File: config.mk
export PLATFORM = sky130hd
export DESIGN_NAME = gpio_port
export DESIGN_NICKNAME = d
export VERILOG_FILES = /design/src/rtl/gpio_port_pkg.sv /design/src/rtl/gpio_rst_sync.sv /design/src/rtl/gpio_regs.sv /design/src/rtl/gpio_capture.sv /design/src/rtl/gpio_irq.sv /design/src/rtl/gpio_port.sv
export SDC_FILE = /design/constraint.sdc
export NUM_CORES = 1
export LEC_CHECK = 0
export BUFFER_PORTS_ARGS = -buffer_cell sky130_fd_sc_hd__buf_2
export CORE_ASPECT_RATIO = 1.5
export CORE_MARGIN = 2
export CORE_UTILIZATION = 50
export CTS_CLUSTER_SIZE = 10
export DETAILED_ROUTE_END_ITERATION = 10
export PLACE_DENSITY = 0.77
export RECOVER_POWER = 50
export SLEW_MARGIN = 25
export SYNTH_ARGS = -nofsm -noshare
export SYNTH_HDL_FRONTEND = slang
export SYNTH_SLANG_ARGS = --single-unit
export TNS_END_PERCENT = 100
File: constraint.sdc
create_clock -name clk_i -period 10.92 [get_ports clk_i]
set_input_delay 0.546 -clock clk_i [delete_from_list [all_inputs] [get_ports clk_i]]
set_output_delay 0.546 -clock clk_i [all_outputs]
set_load 0.05 [all_outputs]
File: src/rtl/gpio_port_pkg.sv
package gpio_port_pkg;
  localparam int ADDR_W = 3;

  typedef enum logic [ADDR_W-1:0] {
    A_DRV_EN  = 3'd0,
    A_IN_EN   = 3'd1,
    A_OUT_VAL = 3'd2,
    A_CAPT    = 3'd3,
    A_IRQ_EN  = 3'd4,
    A_IRQ_FLG = 3'd5,
    A_CFG     = 3'd6,
    A_RSVD    = 3'd7
  } reg_addr_e;

  // bit 1: falling edge, bit 0: strobe source
  typedef struct packed {
    logic falling;
    logic use_strobe;
  } cap_cfg_t;
endpackage

File: src/rtl/gpio_rst_sync.sv
module gpio_rst_sync #(
  parameter int STAGES = 2
) (
  input  logic clk_i,
  input  logic rst_ni,
  output logic rst_no
);
  logic [STAGES-1:0] sync_q;
  logic [STAGES-1:0] sync_d;

  always_comb begin
    sync_d = {sync_q[STAGES-2:0], 1'b1};
  end

  always_ff @(posedge clk_i or negedge rst_ni) begin
    if (!rst_ni) sync_q <= '0;
    else         sync_q <= sync_d;
  end

  assign rst_no = sync_q[STAGES-1];
endmodule

File: src/rtl/gpio_regs.sv
module gpio_regs
  import gpio_port_pkg::*;
#(
  parameter int N = 32
) (
  input  logic              clk_i,
  input  logic              rst_ni,
  input  logic              wr_i,
  input  logic [ADDR_W-1:0] addr_i,
  input  logic [N-1:0]      wdata_i,
  input  logic [N-1:0]      captured_i,
  input  logic [N-1:0]      flags_i,
  output logic [N-1:0]      drv_en_o,
  output logic [N-1:0]      in_en_o,
  output logic [N-1:0]      out_val_o,
  output logic [N-1:0]      irq_en_o,
  output cap_cfg_t          cfg_o,
  output logic [N-1:0]      flag_clr_o,
  output logic [N-1:0]      rdata_o
);
  logic [N-1:0] drv_en_q, drv_en_d;
  logic [N-1:0] in_en_q, in_en_d;
  logic [N-1:0] out_val_q, out_val_d;
  logic [N-1:0] irq_en_q, irq_en_d;
  cap_cfg_t     cfg_q, cfg_d;
  reg_addr_e    addr;

  assign addr = reg_addr_e'(addr_i);

  always_comb begin
    drv_en_d  = drv_en_q;
    in_en_d   = in_en_q;
    out_val_d = out_val_q;
    irq_en_d  = irq_en_q;
    cfg_d     = cfg_q;
    if (wr_i) begin
      unique case (addr)
        A_DRV_EN:  drv_en_d  = wdata_i;
        A_IN_EN:   in_en_d   = wdata_i;
        A_OUT_VAL: out_val_d = wdata_i;
        A_IRQ_EN:  irq_en_d  = wdata_i;
        A_CFG:     cfg_d     = cap_cfg_t'(wdata_i[1:0]);
        default:   ;
      endcase
    end
  end

  always_ff @(posedge clk_i or negedge rst_ni) begin
    if (!rst_ni) begin
      drv_en_q  <= '0;
      in_en_q   <= '1;
      out_val_q <= '0;
      irq_en_q  <= '0;
      cfg_q     <= '0;
    end else begin
      drv_en_q  <= drv_en_d;
      in_en_q   <= in_en_d;
      out_val_q <= out_val_d;
      irq_en_q  <= irq_en_d;
      cfg_q     <= cfg_d;
    end
  end

  assign flag_clr_o = (wr_i && addr == A_IRQ_FLG) ? wdata_i : '0;

  always_comb begin
    rdata_o = '0;
    unique case (addr)
      A_DRV_EN:  rdata_o = drv_en_q;
      A_IN_EN:   rdata_o = in_en_q;
      A_OUT_VAL: rdata_o = out_val_q;
      A_CAPT:    rdata_o = captured_i;
      A_IRQ_EN:  rdata_o = irq_en_q;
      A_IRQ_FLG: rdata_o = flags_i;
      A_CFG:     rdata_o[1:0] = cfg_q;
      default:   rdata_o = '0;
    endcase
  end

  assign drv_en_o  = drv_en_q;
  assign in_en_o   = in_en_q;
  assign out_val_o = out_val_q;
  assign irq_en_o  = irq_en_q;
  assign cfg_o     = cfg_q;
endmodule

File: src/rtl/gpio_capture.sv
module gpio_capture
  import gpio_port_pkg::*;
#(
  parameter int N           = 32,
  parameter int SYNC_STAGES = 2
) (
  input  logic         clk_i,
  input  logic         rst_ni,
  input  logic [N-1:0] pin_i,
  input  logic         strobe_i,
  input  cap_cfg_t     cfg_i,
  input  logic [N-1:0] in_mask_i,
  output logic [N-1:0] captured_o,
  output logic         cap_en_o,
  output logic [N-1:0] changed_o
);
  logic [N-1:0]           samp_rise_q, samp_fall_q, stage_q, stage_d;
  logic [N-1:0]           cap_q, cap_d;
  logic [SYNC_STAGES-1:0] stb_q, stb_d;
  logic                   stb_prev_q;
  logic                   stb_rise, stb_fall, cap_en;

  // pad sampling on both clock edges; the falling one only feeds clock-falling mode
  always_ff @(negedge clk_i or negedge rst_ni) begin
    if (!rst_ni) samp_fall_q <= '0;
    else         samp_fall_q <= pin_i;
  end

  always_comb begin
    stage_d = (!cfg_i.use_strobe && cfg_i.falling) ? samp_fall_q : samp_rise_q;
    stb_d   = {stb_q[SYNC_STAGES-2:0], strobe_i};
  end

  assign stb_rise = stb_q[SYNC_STAGES-1] & ~stb_prev_q;
  assign stb_fall = ~stb_q[SYNC_STAGES-1] & stb_prev_q;

  always_comb begin
    if (cfg_i.use_strobe) cap_en = cfg_i.falling ? stb_fall : stb_rise;
    else                  cap_en = 1'b1;
    cap_d = cap_en ? ((stage_q & in_mask_i) | (cap_q & ~in_mask_i)) : cap_q;
  end

  always_ff @(posedge clk_i or negedge rst_ni) begin
    if (!rst_ni) begin
      samp_rise_q <= '0;
      stage_q     <= '0;
      stb_q       <= '0;
      stb_prev_q  <= 1'b0;
      cap_q       <= '0;
    end else begin
      samp_rise_q <= pin_i;
      stage_q     <= stage_d;
      stb_q       <= stb_d;
      stb_prev_q  <= stb_q[SYNC_STAGES-1];
      cap_q       <= cap_d;
    end
  end

  assign captured_o = cap_q;
  assign cap_en_o   = cap_en;
  assign changed_o  = cap_d ^ cap_q;
endmodule

File: src/rtl/gpio_irq.sv
module gpio_irq #(
  parameter int N = 32
) (
  input  logic         clk_i,
  input  logic         rst_ni,
  input  logic [N-1:0] changed_i,
  input  logic [N-1:0] irq_en_i,
  input  logic [N-1:0] clr_i,
  output logic [N-1:0] flags_o,
  output logic         irq_o
);
  logic [N-1:0] flag_q, flag_d;

  // a set on the same edge as a clear wins
  always_comb begin
    flag_d = (flag_q & ~clr_i) | (changed_i & irq_en_i);
  end

  always_ff @(posedge clk_i or negedge rst_ni) begin
    if (!rst_ni) flag_q <= '0;
    else         flag_q <= flag_d;
  end

  assign flags_o = flag_q;
  assign irq_o   = |(flag_q & irq_en_i);
endmodule

File: src/rtl/gpio_port.sv
module gpio_port
  import gpio_port_pkg::*;
#(
  parameter int N           = 32,
  parameter int SYNC_STAGES = 2
) (
  input  logic              clk_i,
  input  logic              rst_ni,
  input  logic              reg_wr_i,
  input  logic [ADDR_W-1:0] reg_addr_i,
  input  logic [N-1:0]      reg_wdata_i,
  output logic [N-1:0]      reg_rdata_o,
  input  logic [N-1:0]      pin_in_i,
  output logic [N-1:0]      pin_out_o,
  output logic [N-1:0]      pin_oe_o,
  input  logic              strobe_i,
  output logic              irq_o
);
  logic         rst_n;
  logic [N-1:0] drv_en, in_en, out_val, irq_en, flag_clr;
  logic [N-1:0] captured, changed, flags, in_mask;
  logic         cap_en;
  cap_cfg_t     cfg;

  gpio_rst_sync #(.STAGES(SYNC_STAGES)) u_rst (
    .clk_i(clk_i), .rst_ni(rst_ni), .rst_no(rst_n)
  );

  gpio_regs #(.N(N)) u_regs (
    .clk_i(clk_i), .rst_ni(rst_n), .wr_i(reg_wr_i), .addr_i(reg_addr_i),
    .wdata_i(reg_wdata_i), .captured_i(captured), .flags_i(flags),
    .drv_en_o(drv_en), .in_en_o(in_en), .out_val_o(out_val),
    .irq_en_o(irq_en), .cfg_o(cfg), .flag_clr_o(flag_clr), .rdata_o(reg_rdata_o)
  );

  assign in_mask = in_en & ~drv_en;

  gpio_capture #(.N(N), .SYNC_STAGES(SYNC_STAGES)) u_cap (
    .clk_i(clk_i), .rst_ni(rst_n), .pin_i(pin_in_i), .strobe_i(strobe_i),
    .cfg_i(cfg), .in_mask_i(in_mask), .captured_o(captured),
    .cap_en_o(cap_en), .changed_o(changed)
  );

  gpio_irq #(.N(N)) u_irq (
    .clk_i(clk_i), .rst_ni(rst_n), .changed_i(changed), .irq_en_i(irq_en),
    .clr_i(flag_clr), .flags_o(flags), .irq_o(irq_o)
  );

  assign pin_out_o = out_val;
  assign pin_oe_o  = drv_en;
endmodule

==> run_results.csv, run 1 <==
group,metric,value,unit
run_status,status,"finished with violations",
run_status,violations,"capacitance limit, slew limit",
placement,place.gp.congestion,0.815,
die,fp.dieH,197,um
die,start_util,50.8,%
grt,grt_pass1_wl,50600,um
timing,finalSetupTns,0,ps
setup_path,worstSetupStartpointType,"flop",
placement,pre_cts_ws,3850,ps
clocking,ctsResizeCount,0,
drt,ant_nets,0,
timing,hold_viol,0,
yosys,yosysTopAreaCell,"dfrtp_1",
setup_path,cp_slowest_stage_delay,1870,ps
die,coreArea,24400,sq um
pwr,irDropWorstVdd,196,uV
clocking,insertion_delay,520,ps
timing,final_max_slew_viol_count,181,
yosys,ys_seq_area_share,59.8,%
pwr,power.density,251,nW/um^2
setup_path,crit_chain,"buf_12",
setup_path,slowest_stage,"dfrtp_1",
yosys,synth_top_area_share,46.6,%
yosys,synth_area_leaders,"dfrtp_1, mux2_2, dfstp_2",
setup_path,path_buf_inv,1,
timing,finalClockSkew,15.5,ps
clocking,cts_buffers,35,
setup_path,crit_arrival,3210,ps
clocking,clock_path_buffers,3,
yosys,synth_seq_cells,295,
placement,dp_hpwl,19800,um
final_layout,seqCellArea,7420,sq um
setup_path,cpLargestDelayFamily,"flip-flops",
drt,num_vias,8684,
drt,drc,0,
die,die_area,26100,sq um
die,rows,70,
setup_path,critical_path_class,"flop to asynchronous set/reset pin",
timing,worstMarginPinSlew,3100,ps
pwr,intPower,2.35,mW
drt,via_per_inst,6.10,
drt,wirelength,32700,um
grt,grt_max_degree,157,
pwr,switchingPower,1.27,mW
placement,dpl_cell_area,13500,sq um
clocking,cts.clk_slew.worst_paths,50,ps
drt,dr.pass1.iters,4,
pwr,p_sw_share,35.1,%
clocking,clock_sinks,295,
yosys,ys_types,35,
drt,wl_per_cell,23.0,um
final_layout,fillers,1967,
final_layout,layout-drive-gt1-share,29.8,%
pwr,power,3.62,mW
hold_path,hp-class,"input pin to flop",
grt,grt_util_all_layers,25.1,%
run,drv_cap,4,
timing,rsz0062_at_grt,"false",
clocking,holdBufCountCts,1,
setup_path,cp-end-kind,"asynchronous set/reset pin",
die,die_x,133,um
yosys,syn_area,12400,sq um
clocking,postCtsSetupBuffers,0,
timing,setup_violations,0,
setup_path,crit_required,6080,ps
final_layout,syn_to_final_growth,16.4,%
final_layout,multi_input_area,4590,sq um
timing,finalWorstSetupSlack,2870,ps
grt,grt_pass1_vias,9107,
yosys,synthCells,916,
final_layout,fin_area,14400,sq um
drt,drt_iter0_drc,690,
timing,max-slew-margin-rel,-107,%
die,io_pins,168,
grt,grt_overflow_total,0,
yosys,ys.warnings.count,0,
pwr,combPwrFrac,25.5,%
setup_path,crit_fanout,156,
yosys,synth.avg_cell_area,13.6,sq um
clocking,htreeDepth,2,
final_layout,nets,1142,
placement,port-buffer-count,167,
pwr,power.share.clock,29.9,%
pwr,p_seq_share,44.6,%
pwr,leakagePower,6.00,nW
yosys,syn-num-nets,987,
clocking,cts_tree,"done",
grt,antenna_found_initial,1,
clocking,cts-root-buf,"clkbuf_16",
[cell type report]
cell class              count  share of cell area [%]
diodes                      2                  0.0346
clock buffers              62                    7.06
clock inverters             1                   0.208
inverters                  33                   0.857
multi-input cells         525                    31.8
flip-flops and latches    295                    51.4
well taps                 324                    2.81
repair buffers            181                    5.88
[worst paths after layout]
kind,start,to,slack [ps],cells past startpoint
worst min-delay path,pin_in_i[30],u_cap.samp_rise_q[30],150,1
worst max-delay path,u_rst.sync_q[1],u_cap.samp_fall_q[19],2870,1
min in group asynchronous,rst_ni,u_rst.sync_q[0],350,2
max in group clk_i,u_cap.samp_fall_q[10],u_cap.stage_q[10],4700,1
worst max register to register,u_rst.sync_q[1],u_cap.samp_fall_q[19],2870,1
worst min register to register,u_rst.sync_q[0],u_rst.sync_q[1],350,0
[placed cells by master, fill, tap and decap left out, types with 3 or more instances in the layout]
master     netlist  layout
clkbuf_16        0      37
a32o_1          32      32
a22oi_1        107     107
nand3_1         63      63
dfstp_2         32      32
and2_2           0       3
xor2_1          32      32
o21ai_0         33      33
nand4_1          4       4
dfrtp_1        231     230
inv_1           33      33
clkbuf_1        31     104
buf_2           18      91
dfrtn_1         32      32
buf_4            9       9
mux2_1          51      51
nand2_1         35      35
a311oi_2        30      30
mux2_2         112     112
[metrics by stage]
| step | std cells | hold slack, ps | util (%) |
|---|---|---|---|
| 2_1_floorplan | 916 | 250 | - |
| 3_5_place_dp | 1357 | 332 | 55.2 |
| 4_1_cts | 1421 | 134 | 59.5 |
| 6_report | 1423 | 154 | 59.1 |
| 3_3_place_gp | 1357 | 332 | 55.2 |
| 5_1_grt | 1422 | 145 | 59.1 |
[cells in the mapped netlist, drive strengths merged]
library cell and number:
and4b 1, dfrtp 231, mux4 1, nor3 1, inv 33, and2 4
mux2i 2, nor2b 2, nand3 63, nand2b 2, a22oi 107, dfrtn 32
a221oi 2, clkbuf 31, xor2 32, or3b 1, dfstp 32, o21ai 33
buf 32, a311oi 32, conb 1, nand3b 1, a32o 32, or4 1
mux2 163, and3b 2, nand2 35, nand4 4, nor3b 3
[power by group through the flow]
stage | registers [mW] | clock network (mW) | logic, mW
2_1_floorplan | 1.75 | 0 | 0.525
6_report | 1.61 | 1.08 | 0.922
4_1_cts | 1.61 | 1.10 | 0.942
3_5_place_dp | 1.62 | 0 | 0.937
3_3_place_gp | 1.61 | 0 | 0.917
5_1_grt | 1.65 | 1.15 | 0.980
[routing by layer]
| metal | GRT usage [%] | vias up | part of all wire, % |
|---|---|---|---|
| li1 | - | 3735 | - |
| met1 | 30.3 | 4501 | 38 |
| met2 | 43.7 | 365 | 52 |
| met3 | 4.68 | 83 | 6.2 |
| met4 | 11.2 | 0 | 3.8 |
| met5 | 0 | - | 0 |
[logic make-up (layout without fill, tap and decap cells)]
family | after synthesis | in the layout | share of synthesized area [%]
buffers and inverters | 96 | 277 | 3.54
AOI/OAI and AO/OA | 206 | 206 | 14.3
muxes | 166 | 166 | 15.1
other | 1 | 3 | 0.0302
and+or+nand+nor | 120 | 120 | 4.96
DFF | 295 | 295 | 59.8
xor gates and xnor gates | 32 | 32 | 2.26
No activity file was read; power rests on OpenSTA's default activity.
==> run 2, diff against run 1 <==
- ABC_AREA: not set -> 1
- PLACE_DENSITY: 0.77 -> 0.79
- clock period: 10.92 -> 7.4 ns (I/O delays scaled with it)
==> run 2 against run 1 <==
Against the previous run: the flow still finishes with violations (capacitance limit, slew limit); synthesized cell count up 58%; sequential share of layout area down 2.9 points; combinational power up 64%; non-clock buffer count up 33; utilization up 0.36 points; worst hold slack better by 8.9 ps; worst setup slack worse by 1200 ps.
==> run_results.csv, run 2 <==
group,metric,value,unit
run_status,status,"finished with violations",
run_status,violations,"capacitance limit, slew limit",
grt,gr-usage-met2,44.4,%
final_layout,mostFrequentLayoutCells,"nand2_1, dfrtp_1, inv_1",
final_layout,fillers,2270,
yosys,syn-num-nets,1516,
run,drv_cap,1,
yosys,synth_common_cells,"nand2_1, dfrtp_1, inv_1, o21ai_0, o21ai_1",
setup_path,path_depth,1,
final_layout,nets,1710,
clocking,cts_buffers,35,
setup_path,crit_fanout,60,
grt,grtUsageMet1,30.2,%
final_layout,syn_to_final_growth,17.4,%
grt,grt_overflow_total,0,
final_layout,antenna_cells,0,
grt,grt_busiest_layer,"met2",
drt,drc,0,
grt,grt_util_all_layers,25.6,%
setup_path,crit_chain,"clkbuf_1",
grt,grt_max_degree,65,
setup_path,critical_path_class,"flop to asynchronous set/reset pin",
grt,grt_pass1_vias,10820,
drt,wirelength,34400,um
setup_path,path_buf_inv,1,
setup_path,worstSetupStartpointType,"flop",
yosys,synth.avg_cell_area,9.03,sq um
yosys,synth-main-ff-cell,"dfrtp_1",
timing,finalSetupTns,0,ps
placement,dp_hpwl,21600,um
pwr,irDropWorstVdd,232,uV
drt,drt_iter0_drc,789,
final_layout,final_common_cell,"nand2_1",
timing,worstMarginPinSlew,2370,ps
yosys,ys_seq_area_share,56.9,%
placement,port-buffer-count,167,
yosys,synth_top_area_share,44.3,%
timing,final_max_slew_viol_count,45,
timing,max-slew-margin-rel,-57.8,%
die,die_x,136,um
drt,ant_nets,0,
grt,antenna_found_initial,2,
drt,wl_per_cell,17.2,um
setup_path,crit_arrival,2540,ps
setup_path,cpLargestDelayFamily,"buffers and inverters",
yosys,yosysMostFrequentCell,"nand2_1",
die,die_area,27400,sq um
clocking,cts.clk_slew.worst_paths,50,ps
hold_path,hp-class,"input pin to flop",
final_layout,layout-drive-gt1-share,14.8,%
setup_path,slowest_stage,"clkbuf_1",
clocking,insertion_delay,520,ps
clocking,holdBufCountCts,34,
timing,finalClockSkew,15.7,ps
timing,hold_viol,0,
yosys,ys_types,32,
pwr,power.density,352,nW/um^2
yosys,syn_area,13100,sq um
die,fp.dieH,202,um
yosys,synthCells,1445,
yosys,ys.warnings.count,0,
clocking,cts_tree,"done",
setup_path,worstSetupEndpoint,"u_cap.samp_fall_q[30]",
die,coreArea,25800,sq um
clocking,postCtsSetupBuffers,0,
setup_path,reg2reg_slack,1680,ps
clocking,clock_sinks,295,
timing,hold_slack,163,ps
setup_path,crit_required,4220,ps
clocking,clock_path_buffers,3,
timing,rsz0062_at_grt,"false",
grt,grt_pass1_wl,54500,um
clocking,cts-root-buf,"clkbuf_16",
drt,num_vias,10775,
drt,dr.pass1.iters,5,
setup_path,r2r_end,"u_cap.samp_fall_q[30]",
drt,via_per_inst,5.39,
setup_path,critical_path.reg2reg.startpoint,"u_rst.sync_q[1]",
yosys,synth-edff-count,0,
grt,grt_use_met3,4.97,%
clocking,ctsResizeCount,0,
die,rows,72,
yosys,synth_area_leaders,"dfrtp_1, nand2_1, dfstp_2",
setup_path,cp-end-kind,"asynchronous set/reset pin",
yosys,yosysTopAreaCell,"dfrtp_1",
placement,place.gp.congestion,0.822,
die,io_pins,168,
setup_path,cp-startpoint,"u_rst.sync_q[1]",
setup_path,cp_slowest_stage_delay,1010,ps
timing,setup_violations,0,
die,start_util,50.7,%
setup_path,r2r_cells,1,
clocking,htreeDepth,2,
yosys,synth_seq_cells,295,
yosys,async_reset_ff_share,100,%
pwr,leakagePower,7.34,nW
[run 2: changes by cell type in the layout (fill, tap and decap cells not counted), moves of 33 or more]
cell / previous run / this run
dlygate4sd3_1: 1 / 34
o21ai_1: 0 / 77
a22oi_1: 107 / 0
mux2_2: 112 / 32
mux2_1: 51 / 0
o21ai_0: 33 / 93
inv_1: 33 / 132
nand2_1: 35 / 489
[run 2: how the worst min path moves through the flow]
stage	from	end	cells after the start
final	reg_wdata_i[28]	u_regs.in_en_o[28]	3
after global routing	reg_wdata_i[4]	u_regs.in_en_o[4]	3
after CTS	reg_wdata_i[28]	u_regs.in_en_o[28]	3
after detailed placement	rst_ni	u_rst.sync_q[1]	1
after global placement	rst_ni	u_rst.sync_q[0]	1
after floorplan	rst_ni	u_rst.sync_q[0]	0
[run 2: cells by family (layout without fill, tap and decap cells)]
group	after synthesis	after routing	share of synthesized area, %
flip-flops	295	295	56.9
AND/OR/NAND/NOR	619	619	19.5
multiplexers	32	32	2.76
other	1	1	0.0287
buffers and inverters	199	419	7.03
AO/OA/AOI/OAI	299	299	13.8
[run 2: cell type report]
| cell class | instances | area [sq um] | share of cell area (%) |
|---|---|---|---|
| clock buffer | 63 | 1030 | 6.74 |
| inverter | 142 | 534 | 3.49 |
| multi-input combinational | 951 | 4720 | 30.8 |
| sequential | 295 | 7430 | 48.5 |
| tap | 333 | 417 | 2.72 |
| timing repair buffer | 214 | 1190 | 7.80 |
[run 2: power by group]
group	internal [mW]	total [mW]	switching [mW]
registers	1.98	2.31	0.328
clock network	0.937	1.57	0.634
logic	0.500	1.51	1.01
[run 2: through the flow]
stage | worst slack (ps) | instance area (sq um) | total power [mW] | instances | utilization (%)
final | 1680 | 15300 | 5.39 | 1998 | 59.5
after global routing | 1350 | 15300 | 5.70 | 1998 | 59.5
after CTS | 2420 | 15400 | 5.43 | 1997 | 59.9
after detailed placement | 2420 | 14000 | 3.83 | 1900 | 54.5
after global placement | 2460 | 14000 | 3.77 | 1900 | 54.5
after floorplan | 906 | 13100 | 3.44 | 1445 | -
[run 2: per-layer routing]
metal / part of all wire [%] / routed length, um
met1: 39 / 13300
met2: 51 / 17500
met3: 6.5 / 2230
met4: 3.8 / 1300
met5: 0.047 / 16
==> run 3, diff against run 2 <==
- ABC_AREA: 1 -> 0
- PLACE_DENSITY: 0.79 -> 0.8
- clock period: 7.4 -> 4.87 ns (I/O delays scaled with it)
==> run 3 against run 2 <==
Against the previous run: the flow still finishes with violations (capacitance limit, slew limit); first-iteration DRC count grew 7.9%; worst hold slack got worse by 140 ps; die area down 4.8%; utilization increased by 1.0 points; cell area shrank 3.5%; register-to-register slack worse by 180 ps; clock power is 46% higher; critical endpoint is now u_cap.samp_fall_q[3]; largest cell class unchanged; largest power group unchanged.
==> run_results.csv, run 3 (synthesis results as in run 1) <==
group,metric,value,unit
run_status,status,"finished with violations",
run_status,violations,"capacitance limit, slew limit",
drt,drt_iter0_drc,851,
timing,finalSetupTns,0,ps
die,die_area,26100,sq um
drt,num_vias,9012,
setup_path,slowest_stage,"dfrtp_4",
pwr,power.density,543,nW/um^2
setup_path,path_depth,1,
setup_path,worstSetupStartpointType,"flop",
pwr,power,8.03,mW
pwr,irDropWorstVdd,327,uV
die,coreArea,24400,sq um
timing,finalWorstSetupSlack,1500,ps
timing,final_max_slew_viol_count,39,
timing,finalClockSkew,25.3,ps
grt,grt_overflow_total,0,
timing,hold_viol,0,
final_layout,final_common_cell,"dfrtp_1",
pwr,leakagePower,6.11,nW
setup_path,critical_path_class,"flop to asynchronous set/reset pin",
setup_path,cpLargestDelayFamily,"flip-flops",
setup_path,crit_chain,"buf_12",
clocking,cts_tree,"done",
placement,port-buffer-count,167,
grt,antenna_found_initial,0,
clocking,insertion_delay,520,ps
drt,wl_per_cell,23.1,um
placement,pre_cts_ws,1470,ps
placement,place.gp.congestion,0.815,
final_layout,syn_to_final_growth,19.1,%
setup_path,cp-startpoint,"u_rst.sync_q[1]",
setup_path,crit_fanout,53,
die,die_x,133,um
final_layout,nets,1190,
setup_path,cp_slowest_stage_delay,770,ps
drt,via_per_inst,6.14,
setup_path,crit_required,3200,ps
timing,max-slew-margin-rel,-49.5,%
clocking,cts_buffers,35,
timing,hold_slack,23.8,ps
clocking,clock_sinks,295,
drt,ant_nets,0,
final_layout,fin_area,14800,sq um
grt,grt_util_all_layers,26.0,%
die,io_pins,168,
timing,setup_violations,0,
drt,drc,0,
hold_path,hp-class,"input pin to flop",
die,fp.dieH,197,um
clocking,cts-root-buf,"clkbuf_16",
clocking,clock_path_buffers,3,
placement,dp_hpwl,21100,um
final_layout,layout-drive-gt1-share,27.6,%
timing,worstMarginPinSlew,2240,ps
placement,dpl_cell_area,13600,sq um
grt,grt_pass1_wl,52600,um
final_layout,mostFrequentLayoutCells,"dfrtp_1, clkbuf_1, mux2_2",
die,start_util,50.8,%
clocking,cts.clk_slew.worst_paths,60,ps
grt,grt_pass1_vias,9286,
grt,grt_max_degree,54,
die,rows,70,
setup_path,crit_arrival,1700,ps
run,drv_cap,1,
drt,dr.pass1.iters,5,
hold_path,min_from,"reg_wdata_i[2]",
clocking,postCtsSetupBuffers,0,
hold_path,min_path_cells,3,
clocking,htreeDepth,2,
setup_path,cp-end-kind,"asynchronous set/reset pin",
setup_path,critical_path.reg2reg.startpoint,"u_rst.sync_q[1]",
setup_path,r2r_cells,1,
drt,wirelength,33900,um
setup_path,path_buf_inv,1,
timing,rsz0062_at_grt,"false",
==> run 3: changes by cell type in the layout (fill, tap and decap cells not counted), moves of 51 or more <==
cell and delta:
inv_1 -99, o21ai_1 -77, a22oi_1 +107, mux2_2 +80, o21ai_0 -60, nand2_1 -454, mux2_1 +51
==> run 3: metrics by stage <==
| step | std cells | util (%) |
|---|---|---|
| after floorplan | 916 | - |
| after global placement | 1371 | 55.7 |
| after detailed placement | 1371 | 55.7 |
| after CTS | 1467 | 61.1 |
| after global routing | 1467 | 60.5 |
| final | 1468 | 60.5 |
==> run 3: path summary, 6_finish.rpt <==
check / slack [ps] / to
max: 1500 / u_cap.samp_fall_q[3]
min: 20 / u_regs.in_en_o[2]
max reg2reg: 1500 / u_cap.samp_fall_q[3]
min reg2reg: 310 / u_regs.irq_en_o[30]
max in group clk_i: 1680 / u_cap.stage_q[11]
min in group asynchronous: 60 / u_rst.sync_q[1]
==> run 3: metal layers <==
metal | vias to the layer above | global-route usage [%] | wire (um) | share of wire (%)
li1 | 3827 | - | - | -
met1 | 4672 | 33.0 | 12900 | 38
met2 | 424 | 44.7 | 17400 | 51
met3 | 89 | 3.76 | 2310 | 6.8
met4 | 0 | 11.2 | 1300 | 3.8
met5 | - | 0 | 0 | 0
==> run 3: tightest hold or removal path, stage by stage <==
cell and delay, ps:
buf_2 130, nand3_1 80, o21ai_0 70
==> run 3: power breakdown <==
part	internal [mW]	switching (mW)	total, mW
combinational	0.750	1.35	2.11
clock	1.34	0.951	2.29
sequential	3.08	0.551	3.63
==> run 3: final cells by class <==
type,count,area [sq um]
fill,1923,9650
sequential,295,7430
multi-input combinational,525,4590
timing repair buffer,229,1260
clock buffer,59,966
tap,324,405
inverter,33,124
clock inverter,2,13.8
antenna,1,2.50
==> run 3: repair_timing <==
item | 4_1_cts | 5_1_grt
hold buffers | 35 | 0
resized for setup | 0 | 0
endpoints found under the hold margin | 36 | 0
